### config.mk
export PLATFORM = sky130hd
export DESIGN_NAME = clock_victim_selector
export DESIGN_NICKNAME = d
export VERILOG_FILES = /design/src/rtl/crp_pkg.sv /design/src/rtl/crp_flag_bank.sv /design/src/rtl/crp_sweep_ctrl.sv /design/src/rtl/clock_victim_selector.sv
export SDC_FILE = /design/constraint.sdc
export NUM_CORES = 1
export LEC_CHECK = 0
export BUFFER_PORTS_ARGS = -buffer_cell sky130_fd_sc_hd__buf_2
export CORE_MARGIN = 2
export CORE_UTILIZATION = 65
export DETAILED_ROUTE_END_ITERATION = 8
export PLACE_DENSITY = 0.84
export SLEW_MARGIN = 20
export SYNTH_ARGS = -nofsm -noshare
export SYNTH_HDL_FRONTEND = slang
export SYNTH_SLANG_ARGS = --single-unit
export TNS_END_PERCENT = 1
### constraint.sdc
create_clock -name clk -period 7.46 [get_ports clk]
set_input_delay 0.746 -clock clk [delete_from_list [all_inputs] [get_ports clk]]
set_output_delay 0.746 -clock clk [all_outputs]
set_load 0.01 [all_outputs]
### src/rtl/crp_pkg.sv
// Shared types for the clock page replacement selector.
package crp_pkg;
    // Sweep controller state: waiting for a request or walking the table.
    typedef enum logic {
        ST_IDLE  = 1'b0,
        ST_SWEEP = 1'b1
    } sweep_st_t;
endpackage

### src/rtl/crp_flag_bank.sv
// Per-frame used and modified flags.
// Assumes: at most one reference per cycle. A reference always wins over a
// clear issued in the same cycle for the same frame.
module crp_flag_bank #(
    parameter int NUM_FRAMES = 8,
    parameter int IDX_W      = $clog2(NUM_FRAMES)
) (
    input  logic                  clk,
    input  logic                  rst_n,
    input  logic                  ref_valid,
    input  logic                  ref_write,
    input  logic [IDX_W-1:0]      ref_idx,
    input  logic                  clr_used_en,
    input  logic [IDX_W-1:0]      clr_used_idx,
    input  logic                  evict_en,
    input  logic [IDX_W-1:0]      evict_idx,
    output logic [NUM_FRAMES-1:0] used_vec,
    output logic [NUM_FRAMES-1:0] dirty_vec
);
    for (genvar i = 0; i < NUM_FRAMES; i++) begin : g_frame
        logic hit_ref;
        logic hit_clr;
        logic hit_evict;
        assign hit_ref   = ref_valid   && (ref_idx      == IDX_W'(i));
        assign hit_clr   = clr_used_en && (clr_used_idx == IDX_W'(i));
        assign hit_evict = evict_en    && (evict_idx    == IDX_W'(i));

        // Used flag: a reference sets it; passing hand or eviction clears it.
        always_ff @(posedge clk) begin
            if (!rst_n)                  used_vec[i] <= 1'b0;
            else if (hit_ref)            used_vec[i] <= 1'b1;
            else if (hit_clr || hit_evict) used_vec[i] <= 1'b0;
        end

        // Modified flag: a write sets it; only eviction clears it.
        always_ff @(posedge clk) begin
            if (!rst_n)                   dirty_vec[i] <= 1'b0;
            else if (hit_ref && ref_write) dirty_vec[i] <= 1'b1;
            else if (hit_evict)            dirty_vec[i] <= 1'b0;
        end
    end

    p_ref_sets_used_r2: assert property (@(posedge clk) disable iff (!rst_n)
        ref_valid |=> used_vec[$past(ref_idx)]);

    p_write_sets_dirty_r2: assert property (@(posedge clk) disable iff (!rst_n)
        (ref_valid && ref_write) |=> dirty_vec[$past(ref_idx)]);

    p_evict_clears_r7: assert property (@(posedge clk) disable iff (!rst_n)
        (evict_en && !(ref_valid && ref_idx == evict_idx))
        |=> (!used_vec[$past(evict_idx)] && !dirty_vec[$past(evict_idx)]));

    p_ref_beats_clear_r11: assert property (@(posedge clk) disable iff (!rst_n)
        (clr_used_en && ref_valid && ref_idx == clr_used_idx)
        |=> used_vec[$past(clr_used_idx)]);
endmodule

### src/rtl/crp_sweep_ctrl.sv
// Clock hand and sweep state machine.
// Looks at one frame per cycle, starting after the hand. It clears passed-over
// used flags and picks a victim (basic or clean-preferred policy).
// Assumes: the flag bank updates on the same edge that this block decides on.
module crp_sweep_ctrl #(
    parameter int NUM_FRAMES = 8,
    parameter int IDX_W      = $clog2(NUM_FRAMES)
) (
    input  logic                  clk,
    input  logic                  rst_n,
    input  logic                  repl_req,
    input  logic                  repl_clean,
    input  logic                  ref_valid,
    input  logic [IDX_W-1:0]      ref_idx,
    input  logic [NUM_FRAMES-1:0] used_vec,
    input  logic [NUM_FRAMES-1:0] dirty_vec,
    output logic                  clr_used_en,
    output logic [IDX_W-1:0]      clr_used_idx,
    output logic                  evict_en,
    output logic [IDX_W-1:0]      evict_idx,
    output logic                  busy,
    output logic                  victim_valid,
    output logic [IDX_W-1:0]      victim_idx,
    output logic                  victim_dirty
);
    import crp_pkg::*;

    localparam logic [IDX_W-1:0] LAST_IDX = IDX_W'(NUM_FRAMES - 1);

    sweep_st_t        state_q;
    logic [IDX_W-1:0] hand_q;
    logic [IDX_W-1:0] cur_q;
    logic [IDX_W-1:0] steps_q;
    logic             clean_q;
    logic             fb_valid_q;
    logic [IDX_W-1:0] fb_idx_q;

    logic             cur_used;
    logic             cur_dirty;
    logic             pick;
    logic [IDX_W-1:0] pick_idx;
    logic             advance;
    logic             rec_fb;
    logic             to_basic;

    function automatic logic [IDX_W-1:0] wrap_inc(input logic [IDX_W-1:0] v);
        return (v == LAST_IDX) ? '0 : v + 1'b1;
    endfunction

    // Effective flags of the examined frame; a same-cycle reference counts as use.
    assign cur_used  = used_vec[cur_q] | (ref_valid && ref_idx == cur_q);
    assign cur_dirty = dirty_vec[cur_q];

    // Decide the action for the frame under the hand in this cycle.
    always_comb begin
        pick     = 1'b0;
        pick_idx = cur_q;
        advance  = 1'b0;
        rec_fb   = 1'b0;
        to_basic = 1'b0;
        clr_used_en = 1'b0;
        if (state_q == ST_SWEEP) begin
            if (clean_q) begin
                if (!cur_used && !cur_dirty) begin
                    pick = 1'b1;
                end else if (steps_q == LAST_IDX) begin
                    clr_used_en = cur_used;
                    if (fb_valid_q) begin
                        pick     = 1'b1;
                        pick_idx = fb_idx_q;
                    end else if (!cur_used) begin
                        pick = 1'b1;
                    end else begin
                        advance  = 1'b1;
                        to_basic = 1'b1;
                    end
                end else begin
                    clr_used_en = cur_used;
                    advance     = 1'b1;
                    rec_fb      = !cur_used && !fb_valid_q;
                end
            end else begin
                if (!cur_used) begin
                    pick = 1'b1;
                end else begin
                    clr_used_en = 1'b1;
                    advance     = 1'b1;
                end
            end
        end
    end

    assign clr_used_idx = cur_q;
    assign evict_en     = pick;
    assign evict_idx    = pick_idx;
    assign busy         = (state_q == ST_SWEEP);

    // Sweep state, hand, cursor and fallback bookkeeping.
    always_ff @(posedge clk) begin
        if (!rst_n) begin
            state_q    <= ST_IDLE;
            hand_q     <= LAST_IDX;
            cur_q      <= '0;
            steps_q    <= '0;
            clean_q    <= 1'b0;
            fb_valid_q <= 1'b0;
            fb_idx_q   <= '0;
        end else if (state_q == ST_IDLE) begin
            if (repl_req) begin
                state_q    <= ST_SWEEP;
                cur_q      <= wrap_inc(hand_q);
                steps_q    <= '0;
                clean_q    <= repl_clean;
                fb_valid_q <= 1'b0;
            end
        end else begin
            if (pick) begin
                state_q <= ST_IDLE;
                hand_q  <= pick_idx;
            end
            if (advance) begin
                cur_q   <= wrap_inc(cur_q);
                steps_q <= steps_q + 1'b1;
            end
            if (to_basic) clean_q <= 1'b0;
            if (rec_fb) begin
                fb_valid_q <= 1'b1;
                fb_idx_q   <= cur_q;
            end
        end
    end

    // Victim result registers; victim_valid is a single-cycle pulse.
    always_ff @(posedge clk) begin
        if (!rst_n) begin
            victim_valid <= 1'b0;
            victim_idx   <= '0;
            victim_dirty <= 1'b0;
        end else begin
            victim_valid <= pick;
            if (pick) begin
                victim_idx   <= pick_idx;
                victim_dirty <= dirty_vec[pick_idx];
            end
        end
    end

    p_victim_after_sweep_r4: assert property (@(posedge clk) disable iff (!rst_n)
        victim_valid |-> ($past(state_q) == ST_SWEEP));

    p_victim_pulse_r4: assert property (@(posedge clk) disable iff (!rst_n)
        victim_valid |=> !victim_valid);

    p_busy_after_req_r3: assert property (@(posedge clk) disable iff (!rst_n)
        (state_q == ST_IDLE && repl_req) |=> busy);

    p_clean_pick_unused_r9: assert property (@(posedge clk) disable iff (!rst_n)
        (pick && clean_q && pick_idx == cur_q) |-> !cur_used);
endmodule

### src/rtl/clock_victim_selector.sv
// Top level of the clock page replacement selector.
// Joins the flag bank and the sweep controller. Reference strobes update the
// flags at all times; replacement requests are taken only while idle.
module clock_victim_selector #(
    parameter int NUM_FRAMES = 8,
    parameter int IDX_W      = $clog2(NUM_FRAMES)
) (
    input  logic             clk,
    input  logic             rst_n,
    input  logic             ref_valid,
    input  logic             ref_write,
    input  logic [IDX_W-1:0] ref_idx,
    input  logic             repl_req,
    input  logic             repl_clean,
    output logic             busy,
    output logic             victim_valid,
    output logic [IDX_W-1:0] victim_idx,
    output logic             victim_dirty
);
    logic [NUM_FRAMES-1:0] used_vec;
    logic [NUM_FRAMES-1:0] dirty_vec;
    logic                  clr_used_en;
    logic [IDX_W-1:0]      clr_used_idx;
    logic                  evict_en;
    logic [IDX_W-1:0]      evict_idx;

    crp_flag_bank #(.NUM_FRAMES(NUM_FRAMES), .IDX_W(IDX_W)) u_flags (
        .clk          (clk),
        .rst_n        (rst_n),
        .ref_valid    (ref_valid),
        .ref_write    (ref_write),
        .ref_idx      (ref_idx),
        .clr_used_en  (clr_used_en),
        .clr_used_idx (clr_used_idx),
        .evict_en     (evict_en),
        .evict_idx    (evict_idx),
        .used_vec     (used_vec),
        .dirty_vec    (dirty_vec)
    );

    crp_sweep_ctrl #(.NUM_FRAMES(NUM_FRAMES), .IDX_W(IDX_W)) u_sweep (
        .clk          (clk),
        .rst_n        (rst_n),
        .repl_req     (repl_req),
        .repl_clean   (repl_clean),
        .ref_valid    (ref_valid),
        .ref_idx      (ref_idx),
        .used_vec     (used_vec),
        .dirty_vec    (dirty_vec),
        .clr_used_en  (clr_used_en),
        .clr_used_idx (clr_used_idx),
        .evict_en     (evict_en),
        .evict_idx    (evict_idx),
        .busy         (busy),
        .victim_valid (victim_valid),
        .victim_idx   (victim_idx),
        .victim_dirty (victim_dirty)
    );

    p_no_victim_while_busy_r3: assert property (@(posedge clk) disable iff (!rst_n)
        victim_valid |-> !busy);
endmodule

==> run metrics, run 1 <==
Syn Nets 307; Final Max Slew Viols 0; Crit-path slowest cell dfxtp_1; max_cap viols 0; Startpoint Class register; nets 314; Mapped Area 2440 um^2; Clock Path Buffers 2; TritonCTS Buffers 5; Largest delay share family, worst path multiplexers; CP bufs+invs 0; number of diodes 0; WP data arrival 3.62 ns; flop2flop setup slack 4.03 ns; setup TNS 0 ns; critical-path cell list mux4_2 -> mux2i_4 -> nand2_2 -> o21ai_2 -> mux2_2 -> o311a_1 -> o21a_1; clk sinks 36; R2R Path End u_flags.used_vec[0]; flip-flop and latch area 721 um^2; Worst path max stage delay 0.86 ns; register bit total from synthesis 36; Worst Hold Class reg -> reg; post-DP HPWL 4.38 mm; area delta synth->final 7.27%; setup violators final 0; hold slack 0.495 ns; Hold Fails Final Rpt 0; vias in the first global route 2,111; IO buf count 14; post-CTS resize count 0; area fraction of the dominant cell type after synthesis 29.5%; Die Area 4260 um^2; crit share post-route 45.9%; Critical Path RT 7.66 ns; DR vias 2,333; Synth cell types 65; Worst Setup End Kind register; skew final 0.00720 ns; largest net degree at the start of global routing 27; Min Clock Period, post-route 3.43 ns; most common cell in the synthesized netlist dfxtp_1; drt via density 6.78; Die H 65.3 um; multi-input logic area 1620 um^2; Clock Tree Root clkbuf_8; area leader, netlist dfxtp_1; HP Start u_sweep.hand_q[1]; Slew @ Worst Pin 0.815 ns; fmax 292 MHz; first-pass GRT wire length 10.1 mm; Placer Congestion 0.922; worst-path maximum fanout 19; Initial Utilization 67.2%; DRT Pass-1 Iters 5; leakage power 0.000924 uW; Core ar. 3630 um^2; Post-synth ARST share 0%; initial antenna violation count 0; relative slew slack 45.6%; Filler cells 290; outcome completed; worst hold path stage count 2; pwr dens 194 nW/um^2; post-layout util 72.1%; antenna viol nets, final 0; Hold EP u_sweep.hand_q[1]; Post-synth top flop dfxtp_1; Commonest cells post-synth dfxtp_1 (36), a21oi_1 (27), nor2_1 (27); number of remaining DRC errors 0; GRT Overall Usage 30.5%; Die Wd 65.3 um; CTS tree built; post-synthesis sequential area ratio 29.5%; Routed WL 6.14 mm; EDFF count, synth 0; Routed WL per cell 17.9 um; clk_lat worst skew 0.30 ns; R2R depth 7; Cells after Synth 288; kind of critical path reg -> reg; Initial DRC Count 186; CTS HTree Levels 2; share of cells above drive strength 1 15.2%; yosys warns 0; Max VDD drop 0.121 mV; Synth Area per Inst 8.48 um^2; worst r2r src u_sweep.clr_used_idx[1]; io pins 15; synth top area cells dfxtp_1 (30%), a21oi_1 (5.5%), ha_1 (5.1%); RSZ-0062 raised after global routing false; FP Rows 22; post-CTS setup repair buffer count 0; cts hold-fix bufs 0; gr ovfl total 0; clk slew on worst S/H paths 0.08 ns
-- flip-flops by register name (all words and copies together) (netlist names), 3 cells and up --
name / count
u_flags.dirty_vec: 8
u_flags.used_vec: 8
u_sweep.clr_used_idx: 3
u_sweep.fb_idx_q: 3
u_sweep.hand_q: 3
u_sweep.steps_q: 3
u_sweep.victim_idx: 3
-- worst max path at each step --
stage | slack, ns | cells past startpoint | to | startpoint
after CTS | 4.11 | 7 | u_flags.used_vec[0] | u_sweep.clr_used_idx[1]
after floorplan | 4.84 | 8 | u_flags.used_vec[0] | u_sweep.clr_used_idx[1]
after global placement | 4.20 | 7 | u_flags.dirty_vec[4] | u_sweep.clr_used_idx[1]
after detailed placement | 4.12 | 7 | u_flags.used_vec[0] | u_sweep.clr_used_idx[1]
final | 4.03 | 7 | u_flags.used_vec[0] | u_sweep.clr_used_idx[1]
after global routing | 3.83 | 7 | u_flags.dirty_vec[6] | u_sweep.clr_used_idx[1]
-- logic make-up after synthesis --
kind of cell               Yosys count  synth area share (%)
and+or+nand+nor                    109                  23.7
AOI/OAI and AO/OA                   96                  29.9
DFF                                 36                  29.5
buffers and inverters               23                  4.15
muxes                               11                  6.56
adders and majority gates           10                  5.12
xor gates and xnor gates             3                  1.08
-- worst min-delay path: stages (launching register included) --
cell	delay, ns
dfxtp_1	0.34
mux2i_1	0.07
nand2_1	0.05
-- power by group --
group | leakage [uW] | switching [uW] | internal, uW
Combinational | 0.000577 | 70.4 | 40.5
Clock | 0.0000548 | 79.3 | 101
Sequential | 0.000293 | 15.9 | 201
Total | 0.000924 | 166 | 342
-- through the flow --
| stage | instances | cell area [um^2] | setup slack (ns) | total power, uW |
|---|---|---|---|---|
| floorplan | 288 | 2440 | 4.84 | 303 |
| global placement | 336 | 2500 | 4.20 | 328 |
| detailed placement | 336 | 2500 | 4.12 | 329 |
| CTS | 344 | 2620 | 4.11 | 506 |
| global route | 344 | 2620 | 3.83 | 525 |
| finish | 344 | 2620 | 4.03 | 508 |
-- cells in the final DEF, fill, tap and decap left out, drive strengths merged, types with 4 or more instances in the layout --
cell	count
nor2	29
o31ai	5
o21ai	6
ha	10
o41ai	5
clkbuf	5
buf	14
mux2i	5
o21a	7
inv	7
nand2	26
o32ai	6
nor3	7
nand4	8
a21oi	28
a31oi	7
a211oi	9
nand3	13
and3	5
mux2	4
dfxtp	36
nor2b	5
-- area by class of cell --
type,count,area share [%]
multi-input cells,229,61.8
flip-flops and latches,36,27.5
repair buffers,14,2.67
clock buffers,5,2.63
well taps,48,2.29
clock inverters,3,1.77
inverters,9,1.29
-- routing by layer --
| metal | track usage, % | up-vias | wire (um) |
|---|---|---|---|
| met5 | 0 | - | 0 |
| met4 | 9.90 | 0 | 159 |
| met1 | 42.0 | 1078 | 2710 |
| met3 | 4.62 | 16 | 476 |
| li1 | - | 1117 | - |
| met2 | 49.1 | 122 | 2800 |
(Power assumes the default switching activity.)
==> inputs of run 2 (changes only) <==
CORE_UTILIZATION = 55   (was 65)
PLACE_DENSITY = 0.76   (was 0.84)
clock period = 2.8 ns   (was 7.46 ns; I/O delays follow)
==> run 2 against run 1 <==
- clock skew up 0.0015 ns
- count of clock-buffer cells in the layout up 2
- fmax up 27%
- power rose to 2.5 times the previous value
- die area up 17%
- cell count up 5.8%
- non-clock buffer count up 16
- critical endpoint is now u_flags.used_vec[3]
- largest cell class unchanged
- largest power group unchanged
==> run metrics, run 2 (synthesis results as in run 1) <==
outcome completed; relative slew slack 65.0% (+19 points); R2R depth 8 (+1); vias in the first global route 2,290 (+8.5%); multi-input logic area 1640 um^2 (+0.93%); Hold EP u_sweep.clean_q; Placer Congestion 1.01 (+9.7%); top flop regs u_flags.dirty_vec: 8 flops, u_flags.used_vec: 8 flops; Largest delay share family, worst path compound AO/OA/AOI/OAI gates; antenna viol nets, final 0 (unchanged); R2R Path End u_flags.used_vec[3]; crit share post-route 96.7% (+51 points); GRT Overall Usage 27.3% (-3.2 points); fin cells 364 (+5.8%); worst hold path stage count 3 (+1); Crit-path slowest cell dfxtp_1; initial antenna violation count 0 (unchanged); DRT Pass-1 Iters 6 (+1); DR vias 2,434 (+4.3%); hold slack 0.259 ns (-0.236 ns); Clock Path Buffers 2 (unchanged); number of diodes 0 (unchanged); clk slew on worst S/H paths 0.08 ns (about the same); setup TNS 0 ns (unchanged); share of cells above drive strength 1 19.6% (+4.3 points); routing usage on met3 7.98% (+3.4 points); io pins 15 (unchanged); Routed WL 6.80 mm (+11%); GRT met2 Usage 43.8% (-5.3 points); GR peak layer met2; most frequent cells in the layout dfxtp_1 (35), nor2_1 (27), a21oi_1 (27), nand2_1 (24), buf_4 (15); kind of critical path reg -> reg; IO buf count 14 (unchanged); TritonCTS Buffers 5 (unchanged); FP Rows 24 (+9.1%); Worst Hold Class in -> reg; Worst Setup End Kind register; Clock Tree Root clkbuf_8; clk_lat worst skew 0.29 ns (about the same); Die Area 4990 um^2 (+17%); Tot Pwr 1290 uW (+150%); Filler cells 383 (+32%); nets 330 (+5.1%); Hold Fails Final Rpt 0 (unchanged); drt via density 6.69 (-1.4%); flip-flop and latch area 722 um^2 (+0.17%); Die Wd 70.6 um (+8.2%); Final Max Slew Viols 0 (unchanged); Initial DRC Count 333 (+79%); Core ar. 4320 um^2 (+19%); CTS HTree Levels 2 (unchanged); fmax 369 MHz (+27%); commonest non-fill, non-tap cell in the layout dfxtp_1; Die H 70.6 um (+8.2%); CTS tree built; GRT met1 Usage 34.9% (-7.2 points); Min Clock Period, post-route 2.71 ns (-0.719 ns); HP Start repl_clean; critical-path cell list buf_4 -> xnor2_1 -> and4_1 -> nor2_8 -> a211oi_4 -> nand3_4 -> o311a_1 -> o21a_1; worst-path maximum fanout 10 (-9); pwr dens 472 nW/um^2 (+140%); Slew @ Worst Pin 0.523 ns (-0.291 ns); setup violators final 0 (unchanged); DP Cell Count 355 (+5.7%); area delta synth->final 12.3%; Critical Path RT 2.98 ns (-4.68 ns); Startpoint Class register; CP startpoint u_sweep.clr_used_idx[2]; flop2flop setup slack 0.09 ns (-3.94 ns); cts hold-fix bufs 0 (unchanged); Routed WL per cell 18.7 um (+4.7%); number of remaining DRC errors 0 (unchanged); largest net degree at the start of global routing 21 (-22%); Worst path max stage delay 0.59 ns (-0.27 ns); Initial Utilization 56.5% (-11 points); clk sinks 36 (unchanged); WP data arrival 2.89 ns (-0.73 ns); leakage power 0.000996 uW (+7.7%); first-pass GRT wire length 10.9 mm (+7.2%); CP bufs+invs 1 (+1); Max VDD drop 0.330 mV (+170%); skew final 0.00875 ns (+0.00155 ns); RSZ-0062 raised after global routing false; post-DP HPWL 4.89 mm (+12%); worst r2r src u_sweep.clr_used_idx[2]; gr ovfl total 0 (unchanged); max_cap viols 0 (unchanged)
-- run 2: repair_timing --
item	in CTS	in global routing
buffers inserted	0	1
setup endpoints to repair	0	6
gates resized for setup	0	3
-- run 2: worst max-delay path by stage --
stage / depth (start not counted) / end / slack, ns
floorplan: 8 / u_flags.used_vec[0] / 0.18
global placement: 8 / u_flags.used_vec[0] / 0.16
detailed placement: 8 / u_flags.used_vec[7] / 0.07
CTS: 8 / u_flags.used_vec[7] / 0.05
global route: 8 / u_flags.used_vec[3] / 0.02
finish: 8 / u_flags.used_vec[3] / 0.09
-- run 2: per-layer routing --
| layer | vias to the layer above | share of wire, % |
|---|---|---|
| li1 | 1152 | - |
| met1 | 1124 | 42 |
| met2 | 127 | 46 |
| met3 | 31 | 8.3 |
| met4 | 0 | 3.4 |
| met5 | - | 0 |
-- run 2: worst register-to-register path, delay by kind of cell, from the launching register on --
kind | cells | cell delay, ns
AOI/OAI and AO/OA | 3 | 0.90
xor gates and xnor gates | 1 | 0.13
buffers and inverters | 1 | 0.21
DFF | 1 | 0.59
and+or+nand+nor | 3 | 0.76
-- run 2: cell type report --
cell class,count,share of cell area [%]
Multi-Input combinational cell,229,59.6
Sequential cell,36,26.3
Timing Repair Buffer,30,7.39
Clock buffer,7,2.78
Tap cell,52,2.37
Inverter,9,1.23
Clock inverter,1,0.319
-- run 2: power by group --
| group | internal [uW] | switching, uW |
|---|---|---|
| Combinational | 139 | 221 |
| Sequential | 537 | 28.7 |
| Clock | 178 | 191 |
-- run 2: through the flow --
stage | area (um^2) | util [%] | setup WS (ns)
final | 2740 | 63.5 | 0.0932
after detailed placement | 2640 | 60.9 | 0.0703
after CTS | 2720 | 62.9 | 0.0479
after floorplan | 2440 | - | 0.183
after global placement | 2640 | 60.9 | 0.159
after global routing | 2740 | 63.5 | 0.0211
